`src/rtl/rop_pkg.sv`:
```
package rop_pkg;
  typedef enum logic [1:0] {SEL_KEEP, SEL_HOST, SEL_EXT, SEL_INT} ldSel_e;

  typedef struct packed {
    ldSel_e srcSel;
    ldSel_e m1Sel;
    ldSel_e m2Sel;
    logic   fgWr;
    logic   bgWr;
    logic   outEn;
    logic   intBg;
  } ropStrobe_t;

  localparam logic [1:0] LD_NONE = 2'b00;
  localparam logic [1:0] LD_SRC  = 2'b01;
  localparam logic [1:0] LD_BOTH = 2'b10;
  localparam logic [1:0] LD_M2   = 2'b11;

  localparam logic [4:0] IDX_FUNC = 5'h04;
  localparam logic [4:0] IDX_M1   = 5'h08;
  localparam logic [4:0] IDX_M2   = 5'h09;
  localparam logic [4:0] IDX_SRC  = 5'h0A;
  localparam logic [4:0] IDX_BG   = 5'h0E;
  localparam logic [4:0] IDX_FG   = 5'h0F;
  localparam logic [4:0] IDX_CW   = 5'h10;

  localparam logic [1:0] KIND_DEST = 2'd2;
endpackage

```
`src/rtl/rop_ctrl.sv`:
```
module rop_ctrl
  import rop_pkg::*;
#(
  parameter int FW = 7,
  parameter int CWW = 5,
  parameter int BANKS = 2,
  parameter int KINDS = 3
) (
  input  logic             clk,
  input  logic             rstN,
  input  logic             regWrEn,
  input  logic [4:0]       regIdx,
  input  logic [FW-1:0]    regData,
  input  logic             cycValid,
  input  logic [1:0]       cycKind,
  input  logic             cycBank,
  output logic [FW-1:0]    funcWord,
  output ropStrobe_t       strobe
);
  logic [CWW-1:0] cwReg [BANKS][KINDS];
  logic [CWW-1:0] cwCur;
  logic [1:0]     extCode, intCode;

  always_ff @(posedge clk) begin
    if (!rstN) funcWord <= '0;
    else if (regWrEn && regIdx == IDX_FUNC) funcWord <= regData;
  end

  for (genvar b = 0; b < BANKS; b++) begin : g_bank
    for (genvar k = 0; k < KINDS; k++) begin : g_kind
      localparam logic [4:0] MY_IDX = IDX_CW + 5'(4 * b + k);
      always_ff @(posedge clk) begin
        if (!rstN) cwReg[b][k] <= '0;
        else if (regWrEn && regIdx == MY_IDX) cwReg[b][k] <= regData[CWW-1:0];
      end
    end
  end

  always_comb begin
    cwCur = '0;
    for (int b = 0; b < BANKS; b++)
      for (int k = 0; k < KINDS; k++)
        if (cycBank == b[0] && cycKind == k[1:0]) cwCur = cwReg[b][k];
  end

  always_comb begin
    extCode = cycValid ? cwCur[1:0] : LD_NONE;
    intCode = cycValid ? cwCur[3:2] : LD_NONE;

    if (regWrEn && regIdx == IDX_SRC) strobe.srcSel = SEL_HOST;
    else if (extCode == LD_SRC)       strobe.srcSel = SEL_EXT;
    else if (intCode == LD_SRC)       strobe.srcSel = SEL_INT;
    else                              strobe.srcSel = SEL_KEEP;

    if (regWrEn && regIdx == IDX_M1)  strobe.m1Sel = SEL_HOST;
    else if (extCode == LD_BOTH)      strobe.m1Sel = SEL_EXT;
    else if (intCode == LD_BOTH)      strobe.m1Sel = SEL_INT;
    else                              strobe.m1Sel = SEL_KEEP;

    if (regWrEn && (regIdx == IDX_M1 || regIdx == IDX_M2))   strobe.m2Sel = SEL_HOST;
    else if (extCode == LD_BOTH || extCode == LD_M2)         strobe.m2Sel = SEL_EXT;
    else if (intCode == LD_BOTH || intCode == LD_M2)         strobe.m2Sel = SEL_INT;
    else                                                     strobe.m2Sel = SEL_KEEP;

    strobe.fgWr  = regWrEn && regIdx == IDX_FG;
    strobe.bgWr  = regWrEn && regIdx == IDX_BG;
    strobe.outEn = cycValid && cycKind == KIND_DEST && cwCur[4];
    strobe.intBg = cycBank;
  end

  // only the three defined cycle kinds may be presented
  a_r6_kind_legal: assert property (@(posedge clk) disable iff (!rstN)
    cycValid |-> cycKind != 2'd3);

  // output enable can only come from a destination cycle
  a_r9_out_only_dest: assert property (@(posedge clk) disable iff (!rstN)
    strobe.outEn |-> (cycValid && cycKind == KIND_DEST));
endmodule

```
`src/rtl/rop_datapath.sv`:
```
module rop_datapath
  import rop_pkg::*;
#(
  parameter int DW = 16,
  parameter int FW = 7
) (
  input  logic          clk,
  input  logic          rstN,
  input  ropStrobe_t    strobe,
  input  logic [FW-1:0] funcWord,
  input  logic [DW-1:0] hostData,
  input  logic [DW-1:0] memData,
  output logic [DW-1:0] resData,
  output logic          resValid
);
  logic [DW-1:0] srcReg, m1Reg, m2Reg, fgReg, bgReg;
  logic [DW-1:0] intData, sEff, effMask, fVal, comb;

  assign intData = strobe.intBg ? bgReg : fgReg;

  function automatic logic [DW-1:0] pick(ldSel_e sel, logic [DW-1:0] cur,
                                         logic [DW-1:0] h, logic [DW-1:0] e,
                                         logic [DW-1:0] i);
    case (sel)
      SEL_HOST: return h;
      SEL_EXT:  return e;
      SEL_INT:  return i;
      default:  return cur;
    endcase
  endfunction

  always_ff @(posedge clk) begin
    if (!rstN) begin
      srcReg <= '0; m1Reg <= '0; m2Reg <= '0; fgReg <= '0; bgReg <= '0;
      resData <= '0; resValid <= 1'b0;
    end else begin
      srcReg <= pick(strobe.srcSel, srcReg, hostData, memData, intData);
      m1Reg  <= pick(strobe.m1Sel,  m1Reg,  hostData, memData, intData);
      m2Reg  <= pick(strobe.m2Sel,  m2Reg,  hostData, memData, intData);
      if (strobe.fgWr) fgReg <= hostData;
      if (strobe.bgWr) bgReg <= hostData;
      resValid <= strobe.outEn;
      if (strobe.outEn) resData <= comb;
    end
  end

  assign sEff    = funcWord[6] ? srcReg : ~srcReg;
  assign effMask = (funcWord[4] ? ~m1Reg : m1Reg) & (funcWord[5] ? ~m2Reg : m2Reg);

  for (genvar i = 0; i < DW; i++) begin : g_bit
    assign fVal[i] = funcWord[{memData[i], sEff[i]}];
    assign comb[i] = effMask[i] ? fVal[i] : memData[i];
  end

  // with no enabled bit, the result equals the destination word
  a_r3_unmasked_keeps: assert property (@(posedge clk) disable iff (!rstN)
    (strobe.outEn && effMask == '0) |=> resData == $past(memData));

  // a host write to mask 1 leaves both masks equal
  a_r5_mask_copy: assert property (@(posedge clk) disable iff (!rstN)
    (strobe.m1Sel == SEL_HOST) |=> m1Reg == m2Reg);

  // source register holds when nothing selects it
  a_r7_src_holds: assert property (@(posedge clk) disable iff (!rstN)
    (strobe.srcSel == SEL_KEEP) |=> $stable(srcReg));

  // result word holds while no output is produced
  a_r9_res_holds: assert property (@(posedge clk) disable iff (!rstN)
    !strobe.outEn |=> $stable(resData));
endmodule

```
`src/rtl/rop_logic_unit.sv`:
```
module rop_logic_unit
  import rop_pkg::*;
#(
  parameter int DW = 16,
  parameter int FW = 7
) (
  input  logic          clk,
  input  logic          rstN,
  input  logic          regWrEn,
  input  logic [4:0]    regIdx,
  input  logic [DW-1:0] regData,
  input  logic          cycValid,
  input  logic [1:0]    cycKind,
  input  logic          cycBank,
  input  logic [DW-1:0] memData,
  output logic [DW-1:0] resData,
  output logic          resValid
);
  ropStrobe_t    strobe;
  logic [FW-1:0] funcWord;

  rop_ctrl #(.FW(FW)) ctrl_i (
    .clk(clk), .rstN(rstN), .regWrEn(regWrEn), .regIdx(regIdx),
    .regData(regData[FW-1:0]), .cycValid(cycValid), .cycKind(cycKind),
    .cycBank(cycBank), .funcWord(funcWord), .strobe(strobe)
  );

  rop_datapath #(.DW(DW), .FW(FW)) dp_i (
    .clk(clk), .rstN(rstN), .strobe(strobe), .funcWord(funcWord),
    .hostData(regData), .memData(memData), .resData(resData), .resValid(resValid)
  );

  // first-source and second-source cycles never produce a strobe
  a_r9_src_cycle_silent: assert property (@(posedge clk) disable iff (!rstN)
    (cycValid && cycKind != KIND_DEST) |=> !resValid);
endmodule

```
`config.mk`:
```
export PLATFORM = sky130hd
export DESIGN_NAME = rop_logic_unit
export DESIGN_NICKNAME = d
export VERILOG_FILES = /design/src/rtl/rop_pkg.sv /design/src/rtl/rop_ctrl.sv /design/src/rtl/rop_datapath.sv /design/src/rtl/rop_logic_unit.sv
export SDC_FILE = /design/constraint.sdc
export NUM_CORES = 1
export LEC_CHECK = 0
export BUFFER_PORTS_ARGS = -buffer_cell sky130_fd_sc_hd__buf_2
export CAP_MARGIN = 5
export CORE_ASPECT_RATIO = 1.75
export CORE_MARGIN = 2
export CORE_UTILIZATION = 34
export DETAILED_ROUTE_END_ITERATION = 16
export SYNTH_ARGS = -nofsm -noshare
export SYNTH_HDL_FRONTEND = slang
export SYNTH_SLANG_ARGS = --single-unit
```
`constraint.sdc`:
```
create_clock -name clk -period 8.1 [get_ports clk]
set_clock_uncertainty 0.2 [all_clocks]
set_input_delay 1.62 -clock clk [delete_from_list [all_inputs] [get_ports clk]]
set_output_delay 1.62 -clock clk [all_outputs]
set_load 0.005 [all_outputs]
```
==> impl_metrics.ini, run 1 <==
[outcome]
status = completed

[floorplan]
num_rows = 71
die_w_um = 115
ios = 61
initial_core_util = 0.344
core_sq_mm = 0.0213
die_y_um = 198
dieArea_sq_mm = 0.0228

[timing]
finalMaxSlewViolations = 0
setup_tns_ps = 0
relSlewSlack = 0.254
fmax_ghz = 0.223
period_share = 0.555
hold_viol = 0
fin_crit_ps = 4490
setup_viol = 0
worst_slew_pin_slew_ps = 1120
rsz0062_at_grt = no
holdWs_ps = 251

[synth]
ys_types = 56
ys.flop_type = dfxtp_1
ys_async_sr_fraction = 0
syn-num-nets = 852
synth_area_sq_mm = 0.00734
ys_seq_area_frac = 0.390
synth_edf_count = 26
synth-seq-cells = 130
yosysWarningCount = 0
syn_avg_cell_area_sq_um = 9.08
syn_inst = 808

[clock_tree]
htreeDepth = 4
cts_tree = done
insertion_delay_ps = 430
holdBufCountCts = 0
postCtsSetupBuffers = 0
cts_resized = 0
numCtsBuffers = 17
root_buffer = clkbuf_16
cts_sinks = 130
clockBufferDepth = 2
clk_pin_slew_worst_paths_ps = 60

[worst_setup_path]
crit_end = dp_i.m2Reg[8]$_SDFFE_PN0P_
crit_type = in2reg
cp.required_ps = 8220
setup.worst_path.start = cycBank
start_kind = input pin
reg2reg_to = dp_i.m2Reg[8]$_SDFFE_PN0P_
crit_family = compound AO/OA/AOI/OAI gates
reg2regPathDepth = 7
critPathArrivalTime_ps = 4610
worst-r2r-setup-slack_ps = 4990
cpPeakStageDelay_ps = 700
path_cells = buf_2 > nor4b_1 > a311o_1 > and2_1 > o21ai_2 > buf_4 > nand3_1 > o221a_2
r2r-start = ctrl_i.cwReg[1][11]$_SDFFCE_PN0P_
crit_cells = 8
endpoint_kind = flop
critPathMaxFanout = 31
cp.buffers_inverters = 2
critPathSlowestCell = buf_2

[layout]
n_fill_cell = 2188
n_antenna_cell = 0
layout_common_cells = dfxtp_1, nor2_1, mux2i_1, buf_2, nand2_1
nNetsFinal = 872
final_cell_count_no_fill = 1096
area_growth_pct = 13.5
layout-drive-gt1-share = 0.180
post-route-util = 0.390
final_common_cell = dfxtp_1

[placed_design]
gp_congestion = 0.859
port_buffers = 60
dp_cells = 1064
hpwl_um = 16000

[routing]
avgRoutedWirePerCell_um = 22.3
drt-pass1-iter-count = 5
vias = 6492
drt-initial-drc-count = 443
ant_nets = 0
drc = 0
vias_per_cell = 5.92
routed_wl_um = 24400

[global_routing]
grt_usage = 0.217
overflow = 0
grt_pass1_wl_um = 37300
grt_max_degree = 60
antenna_found_initial = 0
grt_pass1_vias = 6387

[power]
power-per-cell-area_mw_per_mm2 = 206
irDropWorstVdd_mv = 0.124
power_leakage_uw = 0.00352

[hold_path]
hold_depth = 2
hold_class = reg2reg

[flow_run]
drv.max_cap_violation_count = 0
## through the flow
step,area [sq um],setup slack (ps),power [uW]
floorplan,7340,4260,908
global placement,7770,3300,985
detailed placement,7770,3230,989
CTS,8330,3690,1720
global route,8330,3550,1770
finish,8330,3610,1710
## how the worst min path moves through the flow
stage                                  endpoint                         from  slack, ps
global placement     dp_i.bgReg[0]$_SDFFE_PN0P_   dp_i.bgReg[0]$_SDFFE_PN0P_        240
CTS                  dp_i.bgReg[0]$_SDFFE_PN0P_   dp_i.bgReg[0]$_SDFFE_PN0P_        250
finish               dp_i.bgReg[5]$_SDFFE_PN0P_   dp_i.bgReg[5]$_SDFFE_PN0P_        250
global route        dp_i.bgReg[15]$_SDFFE_PN0P_  dp_i.bgReg[15]$_SDFFE_PN0P_        270
floorplan            dp_i.bgReg[0]$_SDFFE_PN0P_   dp_i.bgReg[0]$_SDFFE_PN0P_        240
detailed placement   dp_i.bgReg[0]$_SDFFE_PN0P_   dp_i.bgReg[0]$_SDFFE_PN0P_        250
## cells by family after synthesis
logic type	share of synthesized area
AOI/OAI and AO/OA	0.197
xor gates and xnor gates	0.0573
buffers and inverters	0.0600
DFF	0.390
muxes	0.146
and+or+nand+nor	0.150
## routing by layer
metal / vias up / global-route usage / share of wire
li1: 2998 / - / -
met1: 3197 / 0.231 / 0.37
met2: 228 / 0.397 / 0.53
met3: 69 / 0.0367 / 0.049
met4: 0 / 0.120 / 0.045
met5: - / 0 / 0
## state kept, by name, summed over array words and instances (netlist names)
signal           count
dp_i.resData        16
dp_i.fgReg          16
dp_i.resValid        1
dp_i.srcReg         16
dp_i.m2Reg          16
dp_i.m1Reg          16
ctrl_i.cwReg        26
dp_i.bgReg          16
ctrl_i.funcWord      7
## tightest hold or removal path, delay by kind of cell, from the launching register on
family / cells / cell delay [ps]
DFF: 1 / 300
and+or+nand+nor: 1 / 50
AOI/OAI and AO/OA: 1 / 50
## cells in the mapped netlist (3+ instances only)
cell type | count | share of area
a211o_1 | 3 | 0.0036
a21oi_1 | 32 | 0.022
a221oi_1 | 18 | 0.021
a22oi_1 | 4 | 0.0041
a2bb2oi_1 | 15 | 0.018
a31oi_1 | 21 | 0.018
a32oi_1 | 4 | 0.0048
a41oi_1 | 20 | 0.024
and2_1 | 20 | 0.017
and3_1 | 5 | 0.0043
buf_1 | 7 | 0.0036
buf_2 | 15 | 0.010
clkbuf_1 | 45 | 0.023
dfxtp_1 | 104 | 0.28
edfxtp_1 | 26 | 0.11
inv_1 | 34 | 0.017
mux2_2 | 22 | 0.034
mux2i_1 | 82 | 0.11
nand2_1 | 42 | 0.021
nand2b_1 | 7 | 0.0060
nand3_1 | 21 | 0.014
nor2_1 | 99 | 0.051
nor2b_1 | 6 | 0.0051
nor3_1 | 11 | 0.0075
nor4_1 | 4 | 0.0034
o2111a_1 | 12 | 0.018
o21ai_0 | 21 | 0.014
o221a_2 | 16 | 0.025
o41ai_1 | 3 | 0.0036
or4_1 | 12 | 0.012
xnor2_1 | 16 | 0.019
xor2_1 | 32 | 0.038
## layout make-up
cell class | instances | area [sq um] | area share
multi-input cells | 571 | 4070 | 0.488
flip-flops and latches | 130 | 2860 | 0.344
clock buffers | 22 | 468 | 0.0562
repair buffers | 72 | 390 | 0.0469
well taps | 255 | 319 | 0.0383
inverters | 36 | 135 | 0.0162
clock inverters | 10 | 83.8 | 0.0101
## power by group
part	total (uW)	internal, uW	leakage, uW	switching [uW]
Clock	735	438	0.000269	297
Sequential	725	699	0.00110	25.9
Combinational	253	106	0.00216	147
Total	1710	1240	0.00352	470
No activity file was read; power rests on OpenSTA's default activity.
==> run 2: changes to the inputs <==
==> constraint.sdc (replaced) <==
create_clock -name clk -period 4.1 [get_ports clk]
set_clock_uncertainty 0.2 [all_clocks]
set_input_delay 0.82 -clock clk [delete_from_list [all_inputs] [get_ports clk]]
set_output_delay 0.82 -clock clk [all_outputs]
set_load 0.005 [all_outputs]
==> run 2 against run 1 <==
Sequential share of layout area fell by 0.43 points. Combinational power increased by 100%. Power up 100%. Clock power grew 110%. Register-to-register slack got worse by 4000 ps. Cell count grew 1.1%. Die area is the same. Wire length shrank 0.90%. Flip-flop and latch count is the same. Sequential power up 97%. Setup slack got worse by 3100 ps. Count of clock-buffer cells in the layout down 2. Largest cell class unchanged.
==> impl_metrics.ini, run 2 (synthesized netlist as in run 1, its figures left out) <==
[outcome]
status = completed

[worst_setup_path]
reg2regPathDepth = 6
endpoint_kind = flop
critPathMaxFanout = 20
start_kind = input pin
critPathArrivalTime_ps = 3660
crit_type = in2reg
cp.required_ps = 4220

[routing]
avgRoutedWirePerCell_um = 21.8
vias = 6419
drc = 0
routed_wl_um = 24200
drt-initial-drc-count = 416
vias_per_cell = 5.79
ant_nets = 0
drt-pass1-iter-count = 7

[clock_tree]
holdBufCountCts = 0
cts_tree = done
root_buffer = clkbuf_16
cts_resized = 0
postCtsSetupBuffers = 0
numCtsBuffers = 17
cts_sinks = 130
insertion_delay_ps = 430
clk_pin_slew_worst_paths_ps = 60
clockBufferDepth = 2
htreeDepth = 4

[floorplan]
die_y_um = 198
dieArea_sq_mm = 0.0228
core_sq_mm = 0.0213
die_w_um = 115
ios = 61
initial_core_util = 0.344
num_rows = 71

[placed_design]
dp_slack_ps = 157
port_buffers = 60
postPlaceCellArea_sq_mm = 0.00786
gp_congestion = 0.876
hpwl_um = 16800

[power]
irDropWorstVdd_mv = 0.218
switching_share = 0.266
p_comb_frac = 0.147
power-per-cell-area_mw_per_mm2 = 411
p_switching_uw = 920
seq_power_share = 0.414
p_clk_frac = 0.439
total_power_uw = 3460
power_leakage_uw = 0.00359
p_int_uw = 2540

[timing]
rsz0062_at_grt = no
finalMaxSlewViolations = 0
setup_tns_ps = 0
worst_slew_pin_slew_ps = 1120
relSlewSlack = 0.255
setup_viol = 0
fmax_ghz = 0.282
layout_setup_ws_ps = 556
fin_crit_ps = 3540
period_share = 0.864
hold_viol = 0
holdWs_ps = 253

[layout]
multiInputGateArea_sq_mm = 0.00405
final-seq-area_sq_mm = 0.00286
regMostFlops = ctrl_i.cwReg
n_fill_cell = 2174
nNetsFinal = 884
area_growth_pct = 14.9
layout-drive-gt1-share = 0.186
n_antenna_cell = 0
design_area_sq_mm = 0.00843
final_common_cell = dfxtp_1
layout_common_cells = dfxtp_1, nor2_1, mux2i_1, buf_2, nand2_1
largest_reg_flops = 26

[global_routing]
grt_max_degree = 49
overflow = 0
grt_util_met1 = 0.231
use_met2 = 0.389
grt_pass1_wl_um = 37400
grt_usage = 0.219
grt_pass1_vias = 6429
antenna_found_initial = 0
grt_use_met3 = 0.0373
grt.busiest_layer = met2

[hold_path]
hold_class = reg2reg
hold_depth = 2

[flow_run]
drv.max_cap_violation_count = 0
run 2: path summary, 6_finish.rpt:
| check | slack (ps) | start | endpoint |
|---|---|---|---|
| max | 560 | cycKind[1] | dp_i.m1Reg[8]$_SDFFE_PN0P_ |
| min | 250 | dp_i.bgReg[14]$_SDFFE_PN0P_ | dp_i.bgReg[14]$_SDFFE_PN0P_ |
| max reg2reg | 950 | ctrl_i.cwReg[0][7]$_SDFFCE_PN0P_ | dp_i.m1Reg[8]$_SDFFE_PN0P_ |
| min reg2reg | 250 | dp_i.bgReg[14]$_SDFFE_PN0P_ | dp_i.bgReg[14]$_SDFFE_PN0P_ |
run 2: stage by stage:
step,util,std cells
after detailed placement,0.368,1076
after CTS,0.395,1108
final,0.395,1108
after global routing,0.395,1108
after floorplan,-,808
after global placement,0.368,1076
run 2: power groups by stage:
stage | registers (uW) | logic (uW) | clock network, uW
detailed placement | 1460 | 503 | 0
finish | 1430 | 510 | 1520
floorplan | 1440 | 353 | 0
global placement | 1460 | 496 | 0
global route | 1440 | 551 | 1600
CTS | 1430 | 506 | 1540
run 2: layout make-up:
| cell class | instances | area share |
|---|---|---|
| clock buffer | 20 | 0.0518 |
| timing repair buffer | 84 | 0.0585 |
| multi-input combinational | 571 | 0.480 |
| tap | 255 | 0.0378 |
| sequential | 130 | 0.340 |
| clock inverter | 12 | 0.0166 |
| inverter | 36 | 0.0160 |
run 2: per-layer routing:
| layer | vias up | wire, um |
|---|---|---|
| met3 | 89 | 966 |
| li1 | 3027 | - |
| met4 | 0 | 1600 |
| met2 | 227 | 12600 |
| met5 | - | 0 |
| met1 | 3076 | 8980 |
run 2: critical path: stages:
cell      delay [ps]
buf_2            130
nor2b_1          490
a32o_1           220
a32oi_2          250
nor2_2           690
nand3_1          600
o2111a_1         440
==> run 3: changes to the inputs <==
--- a/config.mk
+++ b/config.mk
@@ -11,6 +11,7 @@
 export CORE_MARGIN = 2
 export CORE_UTILIZATION = 34
 export DETAILED_ROUTE_END_ITERATION = 16
+export RECOVER_POWER = 50
 export SYNTH_ARGS = -nofsm -noshare
 export SYNTH_HDL_FRONTEND = slang
 export SYNTH_SLANG_ARGS = --single-unit
==> run 3 against run 2 <==
Global-route usage unchanged. Via count hardly changed. Flip-flop and latch count unchanged. Sequential share of layout area up 0.096 points. Highest routed layer unchanged.
==> impl_metrics.ini, run 3 (synthesized netlist as in run 1, its figures left out) <==
[outcome]
status = completed

[worst_setup_path]
cp.buffers_inverters = 1
crit_family = simple AND/OR/NAND/NOR gates
reg2reg_to = dp_i.m1Reg[8]$_SDFFE_PN0P_
endpoint_kind = flop
path_cells = buf_2 > nor2b_1 > a32o_1 > a32oi_2 > nor2_2 > nand3_1 > o2111a_1
critPathSlowestCell = nor2_2
start_kind = input pin
critPathMaxFanout = 20
critPathArrivalTime_ps = 3670
crit_type = in2reg
reg2regPathDepth = 6
cp.required_ps = 4220
cpPeakStageDelay_ps = 710
worst-r2r-setup-slack_ps = 930
r2r-start = ctrl_i.cwReg[0][7]$_SDFFCE_PN0P_

[floorplan]
dieArea_sq_mm = 0.0228
num_rows = 71
die_y_um = 198
ios = 61
core_sq_mm = 0.0213
initial_core_util = 0.344
die_w_um = 115

[timing]
setup_viol = 0
period_share = 0.868
finalMaxSlewViolations = 0
rsz0062_at_grt = no
hold_viol = 0
worst_slew_pin_slew_ps = 1490
fin_crit_ps = 3560
relSlewSlack = 0.00930
setup_tns_ps = 0
fmax_ghz = 0.281
holdWs_ps = 253

[global_routing]
grt_pass1_wl_um = 37400
grt_usage = 0.219
grt.busiest_layer = met2
grt_util_met1 = 0.231
grt_pass1_vias = 6429
overflow = 0
grt_use_met3 = 0.0373
use_met2 = 0.389
antenna_found_initial = 0
grt_max_degree = 49

[layout]
n_fill_cell = 2181
layout-drive-gt1-share = 0.166
n_antenna_cell = 0
regMostFlops = ctrl_i.cwReg
layout_common_cells = dfxtp_1, nor2_1, mux2i_1, buf_2, nand2_1
largest_reg_flops = 26
multiInputGateArea_sq_mm = 0.00405
nNetsFinal = 884
final-seq-area_sq_mm = 0.00286
final_common_cell = dfxtp_1
area_growth_pct = 14.6
post-route-util = 0.394

[hold_path]
hold_path.startpoint = dp_i.bgReg[14]$_SDFFE_PN0P_
whs_endpoint = dp_i.bgReg[14]$_SDFFE_PN0P_
hold_class = reg2reg
hold_depth = 2

[placed_design]
gp_congestion = 0.876
port_buffers = 60
hpwl_um = 16800

[clock_tree]
htreeDepth = 4
postCtsSetupBuffers = 0
clockBufferDepth = 2
numCtsBuffers = 17
cts_sinks = 130
cts_resized = 0
root_buffer = clkbuf_16
insertion_delay_ps = 430
clk_pin_slew_worst_paths_ps = 60
cts_tree = done
holdBufCountCts = 0

[power]
power-per-cell-area_mw_per_mm2 = 412
power_leakage_uw = 0.00350
total_power_uw = 3460
irDropWorstVdd_mv = 0.217

[routing]
drt-pass1-iter-count = 5
vias = 6425
routed_wl_um = 24300
drt-initial-drc-count = 445
vias_per_cell = 5.80
ant_nets = 0
avgRoutedWirePerCell_um = 21.9
drc = 0

[flow_run]
drv.max_cap_violation_count = 0
[run 3: changes by cell type in the layout (fill, tap and decap cells not counted)]
cell / previous run / this run
buf_2: 60 / 44
and2_0: 0 / 12
and2_1: 20 / 8
buf_4: 23 / 22
clkbuf_1: 3 / 20
[run 3: how the worst max path moves through the flow]
stage | startpoint | end | slack [ps] | cells after the start
2_1_floorplan | cycKind[0] | dp_i.m1Reg[11]$_SDFFE_PN0P_ | 1060 | 9
3_3_place_gp | cycKind[0] | dp_i.m1Reg[3]$_SDFFE_PN0P_ | 240 | 7
3_5_place_dp | cycKind[1] | dp_i.m1Reg[12]$_SDFFE_PN0P_ | 160 | 7
4_1_cts | cycKind[0] | dp_i.m1Reg[8]$_SDFFE_PN0P_ | 610 | 7
5_1_grt | cycKind[1] | dp_i.m1Reg[8]$_SDFFE_PN0P_ | 300 | 7
6_report | cycKind[1] | dp_i.m1Reg[8]$_SDFFE_PN0P_ | 540 | 7
[run 3: per-layer routing]
metal | wire length [um] | part of all wire | up-vias
met5 | 0 | 0 | -
met4 | 1570 | 0.065 | 0
met3 | 936 | 0.039 | 89
met2 | 12600 | 0.52 | 215
met1 | 9120 | 0.38 | 3101
li1 | - | - | 3020
[run 3: report_power, final]
| part | internal (uW) | switching [uW] | total [uW] | leakage, uW |
|---|---|---|---|---|
| clock network | 945 | 576 | 1520 | 0.000275 |
| logic | 215 | 294 | 510 | 0.00213 |
| registers | 1380 | 50.5 | 1430 | 0.00110 |
| total | 2540 | 921 | 3460 | 0.00350 |
[run 3: area by class of cell]
| class | instances | area share |
|---|---|---|
| Clock inverter | 12 | 0.0167 |
| Sequential cell | 130 | 0.340 |
| Multi-Input combinational cell | 571 | 0.481 |
| Clock buffer | 20 | 0.0519 |
| Timing Repair Buffer | 84 | 0.0558 |
| Inverter | 36 | 0.0161 |
| Tap cell | 255 | 0.0379 |
[run 3: stage by stage]
step / setup slack, ps / instances / instance area [sq um]
global route: 303 / 1108 / 8410
global placement: 236 / 1076 / 7860
finish: 543 / 1108 / 8410
floorplan: 1060 / 808 / 7340
CTS: 613 / 1108 / 8430
detailed placement: 157 / 1076 / 7860
[run 3: tightest hold or removal path, stage by stage, from the launching register on]
cell	delay (ps)
dfxtp_1	310
nand2_1	50
a21oi_1	50
